File: src/rtl/dbr_pkg.sv
package dbr_pkg;
  typedef enum logic [2:0] {
    XK_NONE  = 3'd0,
    XK_GTZ   = 3'd1,
    XK_LEZ   = 3'd2,
    XK_GTZ_L = 3'd3,
    XK_LEZ_L = 3'd4,
    XK_LANE  = 3'd5,
    XK_JMP   = 3'd6,
    XK_JAL   = 3'd7
  } xfer_kind_e;

  function automatic logic kind_likely(xfer_kind_e k);
    return (k == XK_GTZ_L) || (k == XK_LEZ_L);
  endfunction
endpackage

File: src/rtl/dbr_lane_cmp.sv
module dbr_lane_cmp #(
  parameter int XLEN   = 32,
  parameter int LANE_W = 8
) (
  input  logic [XLEN-1:0] a,
  input  logic [XLEN-1:0] b,
  output logic            any_eq
);
  localparam int LANES = XLEN / LANE_W;
  logic [LANES-1:0] lane_eq;

  for (genvar i = 0; i < LANES; i++) begin : g_lane
    assign lane_eq[i] = (a[i*LANE_W +: LANE_W] == b[i*LANE_W +: LANE_W]);
  end

  assign any_eq = |lane_eq;
endmodule

File: src/rtl/dbr_cond.sv
module dbr_cond
  import dbr_pkg::*;
#(
  parameter int XLEN   = 32,
  parameter int LANE_W = 8
) (
  input  xfer_kind_e      kind,
  input  logic [XLEN-1:0] opa,
  input  logic [XLEN-1:0] opb,
  output logic            taken
);
  function automatic logic sign_pos(logic [XLEN-1:0] v);
    return !v[XLEN-1] && (v != '0);
  endfunction

  logic lane_hit;

  dbr_lane_cmp #(.XLEN(XLEN), .LANE_W(LANE_W)) u_lane (
    .a(opa), .b(opb), .any_eq(lane_hit)
  );

  always_comb begin
    unique case (kind)
      XK_GTZ, XK_GTZ_L: taken = sign_pos(opa);
      XK_LEZ, XK_LEZ_L: taken = !sign_pos(opa);
      XK_LANE:          taken = lane_hit;
      XK_JMP, XK_JAL:   taken = 1'b1;
      default:          taken = 1'b0;
    endcase
  end
endmodule

File: src/rtl/dbr_seq.sv
module dbr_seq #(
  parameter int XLEN = 32
) (
  input  logic            clk,
  input  logic            rst_n,
  input  logic            step,
  input  logic            arm,
  input  logic            skip_slot,
  input  logic [XLEN-1:0] tgt_in,
  output logic [XLEN-1:0] pc_q,
  output logic            pend_q,
  output logic [XLEN-1:0] tgt_q,
  output logic [XLEN-1:0] pc_nxt
);
  localparam logic [XLEN-1:0] INSN_BYTES = XLEN'(4);

  function automatic logic [XLEN-1:0] seq_pc(logic [XLEN-1:0] p, logic skip);
    return skip ? p + 2 * INSN_BYTES : p + INSN_BYTES;
  endfunction

  always_comb begin
    if (pend_q) pc_nxt = tgt_q;
    else        pc_nxt = seq_pc(pc_q, skip_slot);
  end

  always_ff @(posedge clk) begin
    if (!rst_n) begin
      pc_q   <= '0;
      pend_q <= 1'b0;
      tgt_q  <= '0;
    end else if (step) begin
      pc_q <= pc_nxt;
      if (pend_q) begin
        pend_q <= 1'b0;
      end else if (arm) begin
        pend_q <= 1'b1;
        tgt_q  <= tgt_in;
      end
    end
  end
endmodule

File: src/rtl/dbr_unit.sv
module dbr_unit
  import dbr_pkg::*;
#(
  parameter int XLEN     = 32,
  parameter int LANE_W   = 8,
  parameter int RIDX_W   = 5,
  parameter int LINK_REG = 31
) (
  input  logic              clk,
  input  logic              rst_n,
  input  logic              step,
  input  logic [2:0]        kind,
  input  logic [XLEN-1:0]   opa,
  input  logic [XLEN-1:0]   opb,
  input  logic [XLEN-1:0]   target,
  output logic [XLEN-1:0]   pc,
  output logic [XLEN-1:0]   next_pc,
  output logic              redirect,
  output logic              annul,
  output logic              link_we,
  output logic [RIDX_W-1:0] link_idx,
  output logic [XLEN-1:0]   link_data,
  output logic              nest_err
);
  localparam logic [XLEN-1:0] RET_OFS = XLEN'(8);

  xfer_kind_e       kind_e;
  logic             taken;
  logic             pend_q;
  logic [XLEN-1:0]  tgt_q;
  logic [XLEN-1:0]  pc_q;
  logic             is_xfer;
  logic             fresh;
  logic             arm;
  logic             skip_slot;

  assign kind_e  = xfer_kind_e'(kind);
  assign is_xfer = (kind_e != XK_NONE);

  dbr_cond #(.XLEN(XLEN), .LANE_W(LANE_W)) u_cond (
    .kind(kind_e), .opa(opa), .opb(opb), .taken(taken)
  );

  assign fresh     = step && !pend_q;
  assign arm       = fresh && taken;
  assign skip_slot = !pend_q && kind_likely(kind_e) && !taken;

  dbr_seq #(.XLEN(XLEN)) u_seq (
    .clk(clk), .rst_n(rst_n), .step(step), .arm(arm),
    .skip_slot(skip_slot), .tgt_in(target),
    .pc_q(pc_q), .pend_q(pend_q), .tgt_q(tgt_q), .pc_nxt(next_pc)
  );

  assign pc        = pc_q;
  assign redirect  = step && pend_q;
  assign annul     = step && skip_slot;
  assign nest_err  = step && pend_q && is_xfer;
  assign link_we   = fresh && (kind_e == XK_JAL);
  assign link_idx  = RIDX_W'(LINK_REG);
  assign link_data = pc_q + RET_OFS;
endmodule

File: config.mk
export PLATFORM = sky130hd
export DESIGN_NAME = dbr_unit
export DESIGN_NICKNAME = d
export VERILOG_FILES = /design/src/rtl/dbr_pkg.sv /design/src/rtl/dbr_lane_cmp.sv /design/src/rtl/dbr_cond.sv /design/src/rtl/dbr_seq.sv /design/src/rtl/dbr_unit.sv
export SDC_FILE = /design/constraint.sdc
export NUM_CORES = 1
export LEC_CHECK = 0
export BUFFER_PORTS_ARGS = -buffer_cell sky130_fd_sc_hd__buf_2
export CORE_MARGIN = 1
export CORE_UTILIZATION = 40
export CTS_CLUSTER_SIZE = 20
export DETAILED_ROUTE_END_ITERATION = 10
export GPL_TIMING_DRIVEN = 1
export PLACE_DENSITY = 0.68
export SLEW_MARGIN = 20
export SYNTH_ARGS = -nofsm -noshare
export SYNTH_HDL_FRONTEND = slang
export SYNTH_SLANG_ARGS = --single-unit
export TNS_END_PERCENT = 1
File: constraint.sdc
create_clock -name clk -period 4.85 [get_ports clk]
set_clock_uncertainty 0.2 [all_clocks]
set_input_delay 0.2425 -clock clk [delete_from_list [all_inputs] [get_ports clk]]
set_output_delay 0.2425 -clock clk [all_outputs]
set_load 0.03 [all_outputs]
* Word level (Yosys, flattened, before mapping) *
Cells that the tools add are included.

storage, ports and cells
  flip-flop bits (word level) = 65
  output and inout port bits = 105
  word-level logic and storage cells = 43

operators by class
  $add $sub $neg = 2
  equal/unequal tests = 11
  muxes and demuxes = 5
  bitwise logic cells = 1
  reductions and logical operators = 21

operators with widths
  kind                   count
  $mux 32                2
  $add 32x3->32 const B  1
  $add 32x4->32 const B  1
  $eq 8x8->1             4
  $reduce_bool 32->1     1
  $eq 3x3->1 const B     4
  $logic_and 1x1->1      9
  $eq 3x2->1 const B     2
  $reduce_or 2->1        3
  $logic_not 1->1        4
  $pmux 1 s4             1
  $reduce_or 4->1        1
  $eq 3x1->1 const B     1
  $reduce_and 3->1       1
  $reduce_bool 3->1      1
  $mux 1                 2
  $logic_or 1x1->1       1
  $not 1->1              1

* Logic depth before layout (Yosys ltp) *
Gate-level depths: netlist of the first run.

  depth in word-level cells = 8
  depth in mapped cells = 9

* Cells and area by module *
From an unflattened synthesis of the first run, not the netlist that was laid out.

second synthesis, totals
  cells, all modules = 660
  area, all modules = 4,899.7 um^2

modules (own cells, without submodules)
  module        times used  cells an instance  area each (um^2)
  dbr_seq       1           498                3,727.3
  dbr_unit      1           99                 686.9
  dbr_lane_cmp  1           45                 351.6
  dbr_cond      1           18                 133.9

* Worst setup path after synthesis of the first run *
OpenSTA, ideal clock, no wires.

  kind = reg-to-output
  start point = reg u_seq.pc_q[3]
  end point = out next_pc[27]
  arrival time = 3.055 ns
  data required time = 4.408 ns
  setup slack = 1.353 ns
  cell stages (with the launch flop) = 9
  buffers on the path = 0
  cell sequence = dfxtp_1 > ha_1 > nand4_1 > nor2_1 > nand2_1 > nor3_1 > xor2_1 > mux2i_1 > o21ai_0

between the ends
  cells in the longest elaborated chain, start to end = 3
  elaborated cells between the ends (all ways) = 4
  classes of those cells = 2 x add/sub; 2 x mux

RTL lines
  item                    line            RTL
  from (decl)             dbr_seq.sv:10   output logic [XLEN-1:0] pc_q,
  from (signal assigned)  dbr_seq.sv:32   pc_q <= pc_nxt;
  $add 32x4->32           --
  via link_data[27]       dbr_unit.sv:22  output logic [XLEN-1:0] link_data,
  $mux 32                 dbr_seq.sv:18   return skip ? p + 2 * INSN_BYTES : p + INSN_BYTES;
  $mux 32                 dbr_seq.sv:22   if (pend_q) pc_nxt = tgt_q;
  to (decl)               dbr_unit.sv:17  output logic [XLEN-1:0] next_pc,

The timed path passes the listed nets, and every way through them passes these cells.

* Worst setup path in the final report of the first run *
  start point = reg u_seq.pc_q[3]
  end point = out next_pc[25]

between the ends
  cells in the longest elaborated chain, start to end = 3
  elaborated cells between the ends (all ways) = 4
  classes of those cells = 2 x add/sub; 2 x mux

RTL lines
  item                                                   line
  $add 32x3->32 / $add 32x4->32 (equally long branches)  dbr_seq.sv:18
  $mux 32 *                                              dbr_seq.sv:18
  $mux 32 *                                              dbr_seq.sv:22

Mark *: on every way between the ends. The rest lies on a longest branch, timed or not.

==> metrics.txt, run 1 <==
Design Area, Final 6696 sq um; Synth Register Bits 65; Hold Fails Final Rpt 0; total of max-cap violations 0; Via density about 5.4; Fmax achieved between 0.2 and 0.3 GHz; power per cell area around 260 nW/um^2; crit path DAT between 3000 and 4000 ps; Initial Utilization 0.4158; termination of the worst setup path next_pc[25]; vias in the first global route about 5000; largest net degree at the start of global routing slightly above 90; Initial DRT Pass Iterations 7; Lkg Pwr 3.056 nW; pre-CTS setup slack 1457 ps; worst reg2reg path depth 4; final setup fails 0; CTS H-Tree Depth 3; crit path kind reg2out; Mapped Cells between 600 and 700; Comb pwr share 0.243; total track usage 0.2554; R2R Setup Slk between 1500 and 2000 ps; Setup TNS 0 ps; HPWL after detailed placement between 10000 and 15000 um; DRT antenna net count 0; syn avg cell area approximately 7.6 sq um; Critical Path Sink Type primary output; RSZ-0062 raised after global routing no; CORE AREA between 10000 and 15000 sq um; final setup margin about 1200 ps; most frequent cells in the layout buf_2 (201), nand2_1 (124), dfxtp_1 (64); mapped cell area between 5000 and 6000 sq um; final slew viol count 0; Main synth FF type dfxtp_1; CP startpoint kind flip-flop; number of synthesized flops with an enable pin 0; register area share after synthesis 0.2563; Post-route DRC 0; Die X around 110 um; total routed wirelength about 17000 um; Die Y roughly 110 um; clock sink count 65; status complete, no violations; CTS tree built; final worst path period need ~3600 ps; first-pass GRT wire length around 26000 um; CP required 4410 ps; commonest non-fill, non-tap cell in the layout buf_2; Longest Clk Path Bufs 2; Synth-to-Final Area Change 31.89%; Async S/R FF share, synth 0; # diodes 0; Peak VDD IR 0.0001401 V; dpl cell area 6076 sq um; library cells used by synthesis 75; Wirelength per Cell 16.53 um; fraction of final layout cells sized beyond drive strength 1 0.2887; peak fanout along the critical path 9; gpl congestion 0.8940; worst flop-to-flop path startpoint u_seq.pend_q; Final Power 1.740 mW; fin crit share 0.7496; Rows 40; Hold WC Path Type in2reg; Iteration-0 DRC Markers approximately 550; initial antenna violation count 0; later-pin clock latency in the skew report 330 ps; sequential power share 0.351; Num CTS Buffers 9; final net count around 970; critical path startpoint u_seq.pc_q[3]; CTS clk-pin slew, worst paths around 60 ps; IO Pins 207; vias roughly 5600; Die ar. about 13000 sq um; Warnings, synthesis 0; Switch Pwr 0.5642 mW; Worst Tran Pin Value roughly 890 ps; post-CTS setup buffer count 0; Pint ~1.2 mW; CTS Root Cell clkbuf_16; sw frac 0.3243; slew margin rel. 0.4071; worst flop-to-flop path endpoint u_seq.pc_q[7]; total gr overflow 0; port bufs about 200; Clk pwr share 0.406
[through the flow]
stage	cells	utilization	hold WS, ps
finish	1034	0.5484	43.53
global placement	988	0.4975	247.4
detailed placement	988	0.4975	254.3
floorplan	671	-	181.3
global route	1034	0.5484	53.74
CTS	1034	0.5484	32.83
[cell families (layout without fill, tap and decap cells)]
group / count (synthesis) / in the layout / share of synthesized area
compound gates: 129 / 129 / 0.1799
xor+xnor: 79 / 79 / 0.1363
fa+ha+maj: 2 / 2 / 0.004928
buf+inv: 69 / 264 / 0.06629
flops: 65 / 65 / 0.2563
mux: 44 / 44 / 0.08773
other cells: 1 / 5 / 0.0007386
simple gates: 278 / 278 / 0.2679
[what timing repair did]
action,4_1_cts,5_1_grt
gates resized for setup,0,0
hold endpoints to repair,30,0
endpoints found under the setup margin,0,0
hold buffers,30,0
[power groups by stage]
| stage | combinational [mW] | sequential (mW) | clock (mW) |
|---|---|---|---|
| after global routing | 0.454 | 0.614 | 0.736 |
| after floorplan | 0.266 | 0.613 | 0 |
| after detailed placement | 0.400 | 0.620 | 0 |
| after global placement | 0.398 | 0.619 | 0 |
| final | 0.423 | 0.610 | 0.707 |
| after CTS | 0.420 | 0.608 | 0.713 |
[synthesized netlist by cell type, drive strengths merged (3+ instances only)]
master | count | area, sq um
a211oi | 8 | 70.06
a21o | 4 | 30.03
a21oi | 16 | 87.59
a31oi | 3 | 18.77
and2 | 3 | 18.77
and3 | 4 | 25.02
and4 | 5 | 43.79
buf | 30 | 180.2
clkbuf | 28 | 115.1
dfxtp | 65 | 1301
inv | 9 | 33.78
mux2 | 4 | 45.04
mux2i | 40 | 400.4
nand2 | 124 | 465.5
nand2b | 6 | 37.54
nand3 | 26 | 142.6
nand4 | 18 | 127.6
nor2 | 47 | 192.7
nor3 | 15 | 85.08
nor4 | 16 | 106.4
o2111ai | 3 | 26.28
o211ai | 9 | 67.56
o21a | 4 | 30.03
o21ai | 40 | 200.2
o21ba | 4 | 40.04
o31a | 5 | 43.79
o31ai | 3 | 22.52
o41a | 3 | 33.78
or3 | 3 | 18.77
or4 | 5 | 45.04
xnor2 | 42 | 367.9
xor2 | 37 | 324.1
[flip-flops by register name, indices dropped and copies added, names as in the netlist]
| signal | flops |
|---|---|
| u_seq.pend_q | 1 |
| u_seq.tgt_q | 32 |
| u_seq.pc_q | 32 |
[per-layer routing]
metal  vias to the layer above  GRT usage  part of all wire
met3                        23    0.03970             0.074
met5                         -          0                 0
met4                         0    0.07359             0.015
met2                       265     0.4085              0.46
li1                       2734          -                 -
met1                      2595     0.3537              0.45
[how the worst min path moves through the flow]
| stage | start | end | slack (ps) | depth (start not counted) |
|---|---|---|---|---|
| 2_1_floorplan | target[0] | u_seq.tgt_q[0] | 180 | 2 |
| 3_3_place_gp | u_seq.tgt_q[14] | u_seq.tgt_q[14] | 250 | 2 |
| 3_5_place_dp | u_seq.tgt_q[14] | u_seq.tgt_q[14] | 250 | 2 |
| 4_1_cts | target[5] | u_seq.tgt_q[5] | 30 | 3 |
| 5_1_grt | target[5] | u_seq.tgt_q[5] | 50 | 3 |
| 6_report | target[5] | u_seq.tgt_q[5] | 40 | 3 |
[worst max-delay path, cell delays in order, from the launching register on]
cell and delay, ps:
dfxtp_1 500, ha_1 330, nand4_1 210, or4_4 700, nor2_8 200, nand3_4 110
or4_4 450, nand3_1 150, buf_2 220
[final cells by class]
| cell class | instances | area, sq um |
|---|---|---|
| inverter | 11 | 41.29 |
| clock inverter | 6 | 91.34 |
| clock buffer | 10 | 229.0 |
| tap | 168 | 210.2 |
| fill | 1250 | 5515 |
| multi-input combinational | 537 | 3471 |
| timing repair buffer | 237 | 1351 |
| sequential | 65 | 1303 |
(Power assumes the default switching activity.)
==> inputs of run 2 (changes only) <==
==> constraint.sdc (replaced) <==
create_clock -name clk -period 3.5 [get_ports clk]
set_clock_uncertainty 0.2 [all_clocks]
set_input_delay 0.175 -clock clk [delete_from_list [all_inputs] [get_ports clk]]
set_output_delay 0.175 -clock clk [all_outputs]
set_load 0.03 [all_outputs]
==> metrics.txt, run 2 (synthesis results as in run 1) <==
status complete, no violations (unchanged); gpl congestion 0.9004 (was 0.8940); DRT antenna net count 0 (unchanged); Comb pwr share 0.267 (was 0.243); Pint 1.502 mW (was 1.176 mW); Fmax achieved between 0.2 and 0.3 GHz; CP required 3120 ps (was 4410 ps); crit path kind reg2out (unchanged); total track usage 0.2631 (was 0.2554); largest net degree at the start of global routing 65 (was 91); Initial Utilization 0.4158 (unchanged); CTS clk-pin slew, worst paths 60 ps (about the same); sw frac 0.3487 (was 0.3243); area of the multi-input gates 3483 sq um (was 3471 sq um); vias 5658 (was 5617); Die X 114.7 um (unchanged); CORE AREA 12210 sq um (unchanged); placed cell count 1005 (was 988); slew margin rel. 0.5786 (was 0.4071); Via density 5.373 (was 5.432); post-CTS setup buffer count 0 (unchanged); Non-Filler Instances 1053 (was 1034); Clk pwr share 0.373 (was 0.406); final setup fails 0 (unchanged); Setup TNS 0 ps (unchanged); pre-CTS setup slack 398.5 ps (was 1457 ps); number of fill cells 1246 (was 1250); CTS Root Cell clkbuf_16 (unchanged); CP startpoint kind flip-flop (unchanged); final slew viol count 0 (unchanged); commonest non-fill, non-tap cell in the layout buf_2 (unchanged); Hold WS 168.6 ps (was 43.53 ps); Critical Path Sink Type primary output (unchanged); final net count 984 (was 965); Die ar. 13150 sq um (unchanged); Peak VDD IR 0.0002043 V (was 0.0001401 V); total of max-cap violations 0 (unchanged); Synth-to-Final Area Change 34.30% (was 31.89%); final worst path period need ~3300 ps; total gr overflow 0 (unchanged); port bufs 201 (unchanged); Final Power 2.306 mW (was 1.740 mW); HPWL after detailed placement 12770 um (was 12230 um); sequential power share 0.360 (was 0.351); Iteration-0 DRC Markers 482 (was 549); IO Pins 207 (unchanged); most frequent cells in the layout buf_2 (201), nand2_1 (124), dfxtp_1 (62) (was buf_2 (201), nand2_1 (124), dfxtp_1 (64)); vias in the first global route 5120 (was 5053); later-pin clock latency in the skew report 340 ps (was 330 ps); clock sink count 65 (unchanged); Switch Pwr 0.8043 mW (was 0.5642 mW); Num CTS Buffers 9 (unchanged); Longest Clk Path Bufs 2 (unchanged); first-pass GRT wire length 26770 um (was 26080 um); fin crit share 0.9551; Worst Tran Pin Value 631.3 ps (was 889.4 ps); Wirelength per Cell 16.49 um (was 16.53 um); fraction of final layout cells sized beyond drive strength 1 0.3073 (was 0.2887); Initial DRT Pass Iterations 5 (was 7); final setup margin 157.0 ps (was 1215 ps); initial antenna violation count 0 (unchanged); Hold Fails Final Rpt 0 (unchanged); FF+latch area 1305 sq um (was 1303 sq um); power per cell area 338.2 nW/um^2 (was 259.8 nW/um^2); CTS H-Tree Depth 3 (unchanged); Lkg Pwr 3.129 nW (was 3.056 nW); Hold WC Path Type in2reg (unchanged); Largest regs u_seq.pc_q x32, u_seq.tgt_q x32, u_seq.pend_q x1 (unchanged); CTS tree built (unchanged); # diodes 0 (unchanged); Die Y 114.7 um (unchanged); crit path DAT 2970 ps (was 3190 ps); Post-route DRC 0 (unchanged); peak fanout along the critical path 9 (unchanged); Rows 40 (unchanged); total routed wirelength 17360 um (was 17090 um)
==> run 2: cell types whose count changed in the layout (fill, tap and decap cells not counted), moves of 2 or more <==
cell	change
dfxtp_1	-2
dlygate4sd3_1	+2
bufinv_16	-2
buf_4	+17
dfxtp_2	+2
==> run 2: critical path: stages, from the launching register on <==
cell and delay [ps]:
dfxtp_2 420, ha_2 270, nand4_1 170, or4_4 690, nor2_8 190, nand3_4 100
or4_4 440, nand3_1 140, buf_2 220
==> run 2: worst paths after layout <==
kind                   startpoint               to  cells after the start  slack, ps
setup reg to reg    u_seq.pc_q[3]   u_seq.pc_q[31]                      8        630
hold reg to reg   u_seq.tgt_q[29]  u_seq.tgt_q[29]                      2        260
hold / removal              rst_n    u_seq.pc_q[9]                      2        170
setup / recovery    u_seq.pc_q[3]      next_pc[25]                      8        160
==> run 2: cell type report <==
class,count,share of cell area
Tap cell,168,0.03083
Timing Repair Buffer,256,0.2198
Multi-Input combinational cell,537,0.5108
Clock buffer,10,0.03358
Clock inverter,6,0.007523
Sequential cell,65,0.1914
Inverter,11,0.006055
==> run 2: repair_timing <==
| item | 4_1_cts | 5_1_grt |
|---|---|---|
| hold endpoints to repair | 32 | 0 |
| gates resized for setup | 0 | 5 |
| hold buffers | 32 | 0 |
| endpoints found under the setup margin | 0 | 7 |
==> run 2: through the flow <==
step / utilization / instance area (sq um)
after global placement: 0.5080 / 6203
after global routing: 0.5584 / 6819
after floorplan: - / 5092
after detailed placement: 0.5080 / 6203
final: 0.5584 / 6819
after CTS: 0.5572 / 6804
==> run 2: metal layers <==
layer  wire length (um)  GRT usage
met5                  0          0
met4                378     0.1013
met3               1259    0.03441
met2               7970     0.4246
met1               7750     0.3560
==> run 2: power groups by stage <==
| stage | combinational, mW | clock, mW | sequential, mW |
|---|---|---|---|
| 3_5_place_dp | 0.583 | 0 | 0.843 |
| 6_report | 0.616 | 0.861 | 0.829 |
| 5_1_grt | 0.663 | 0.898 | 0.834 |
| 4_1_cts | 0.611 | 0.868 | 0.826 |
| 3_3_place_gp | 0.581 | 0 | 0.842 |
| 2_1_floorplan | 0.368 | 0 | 0.850 |
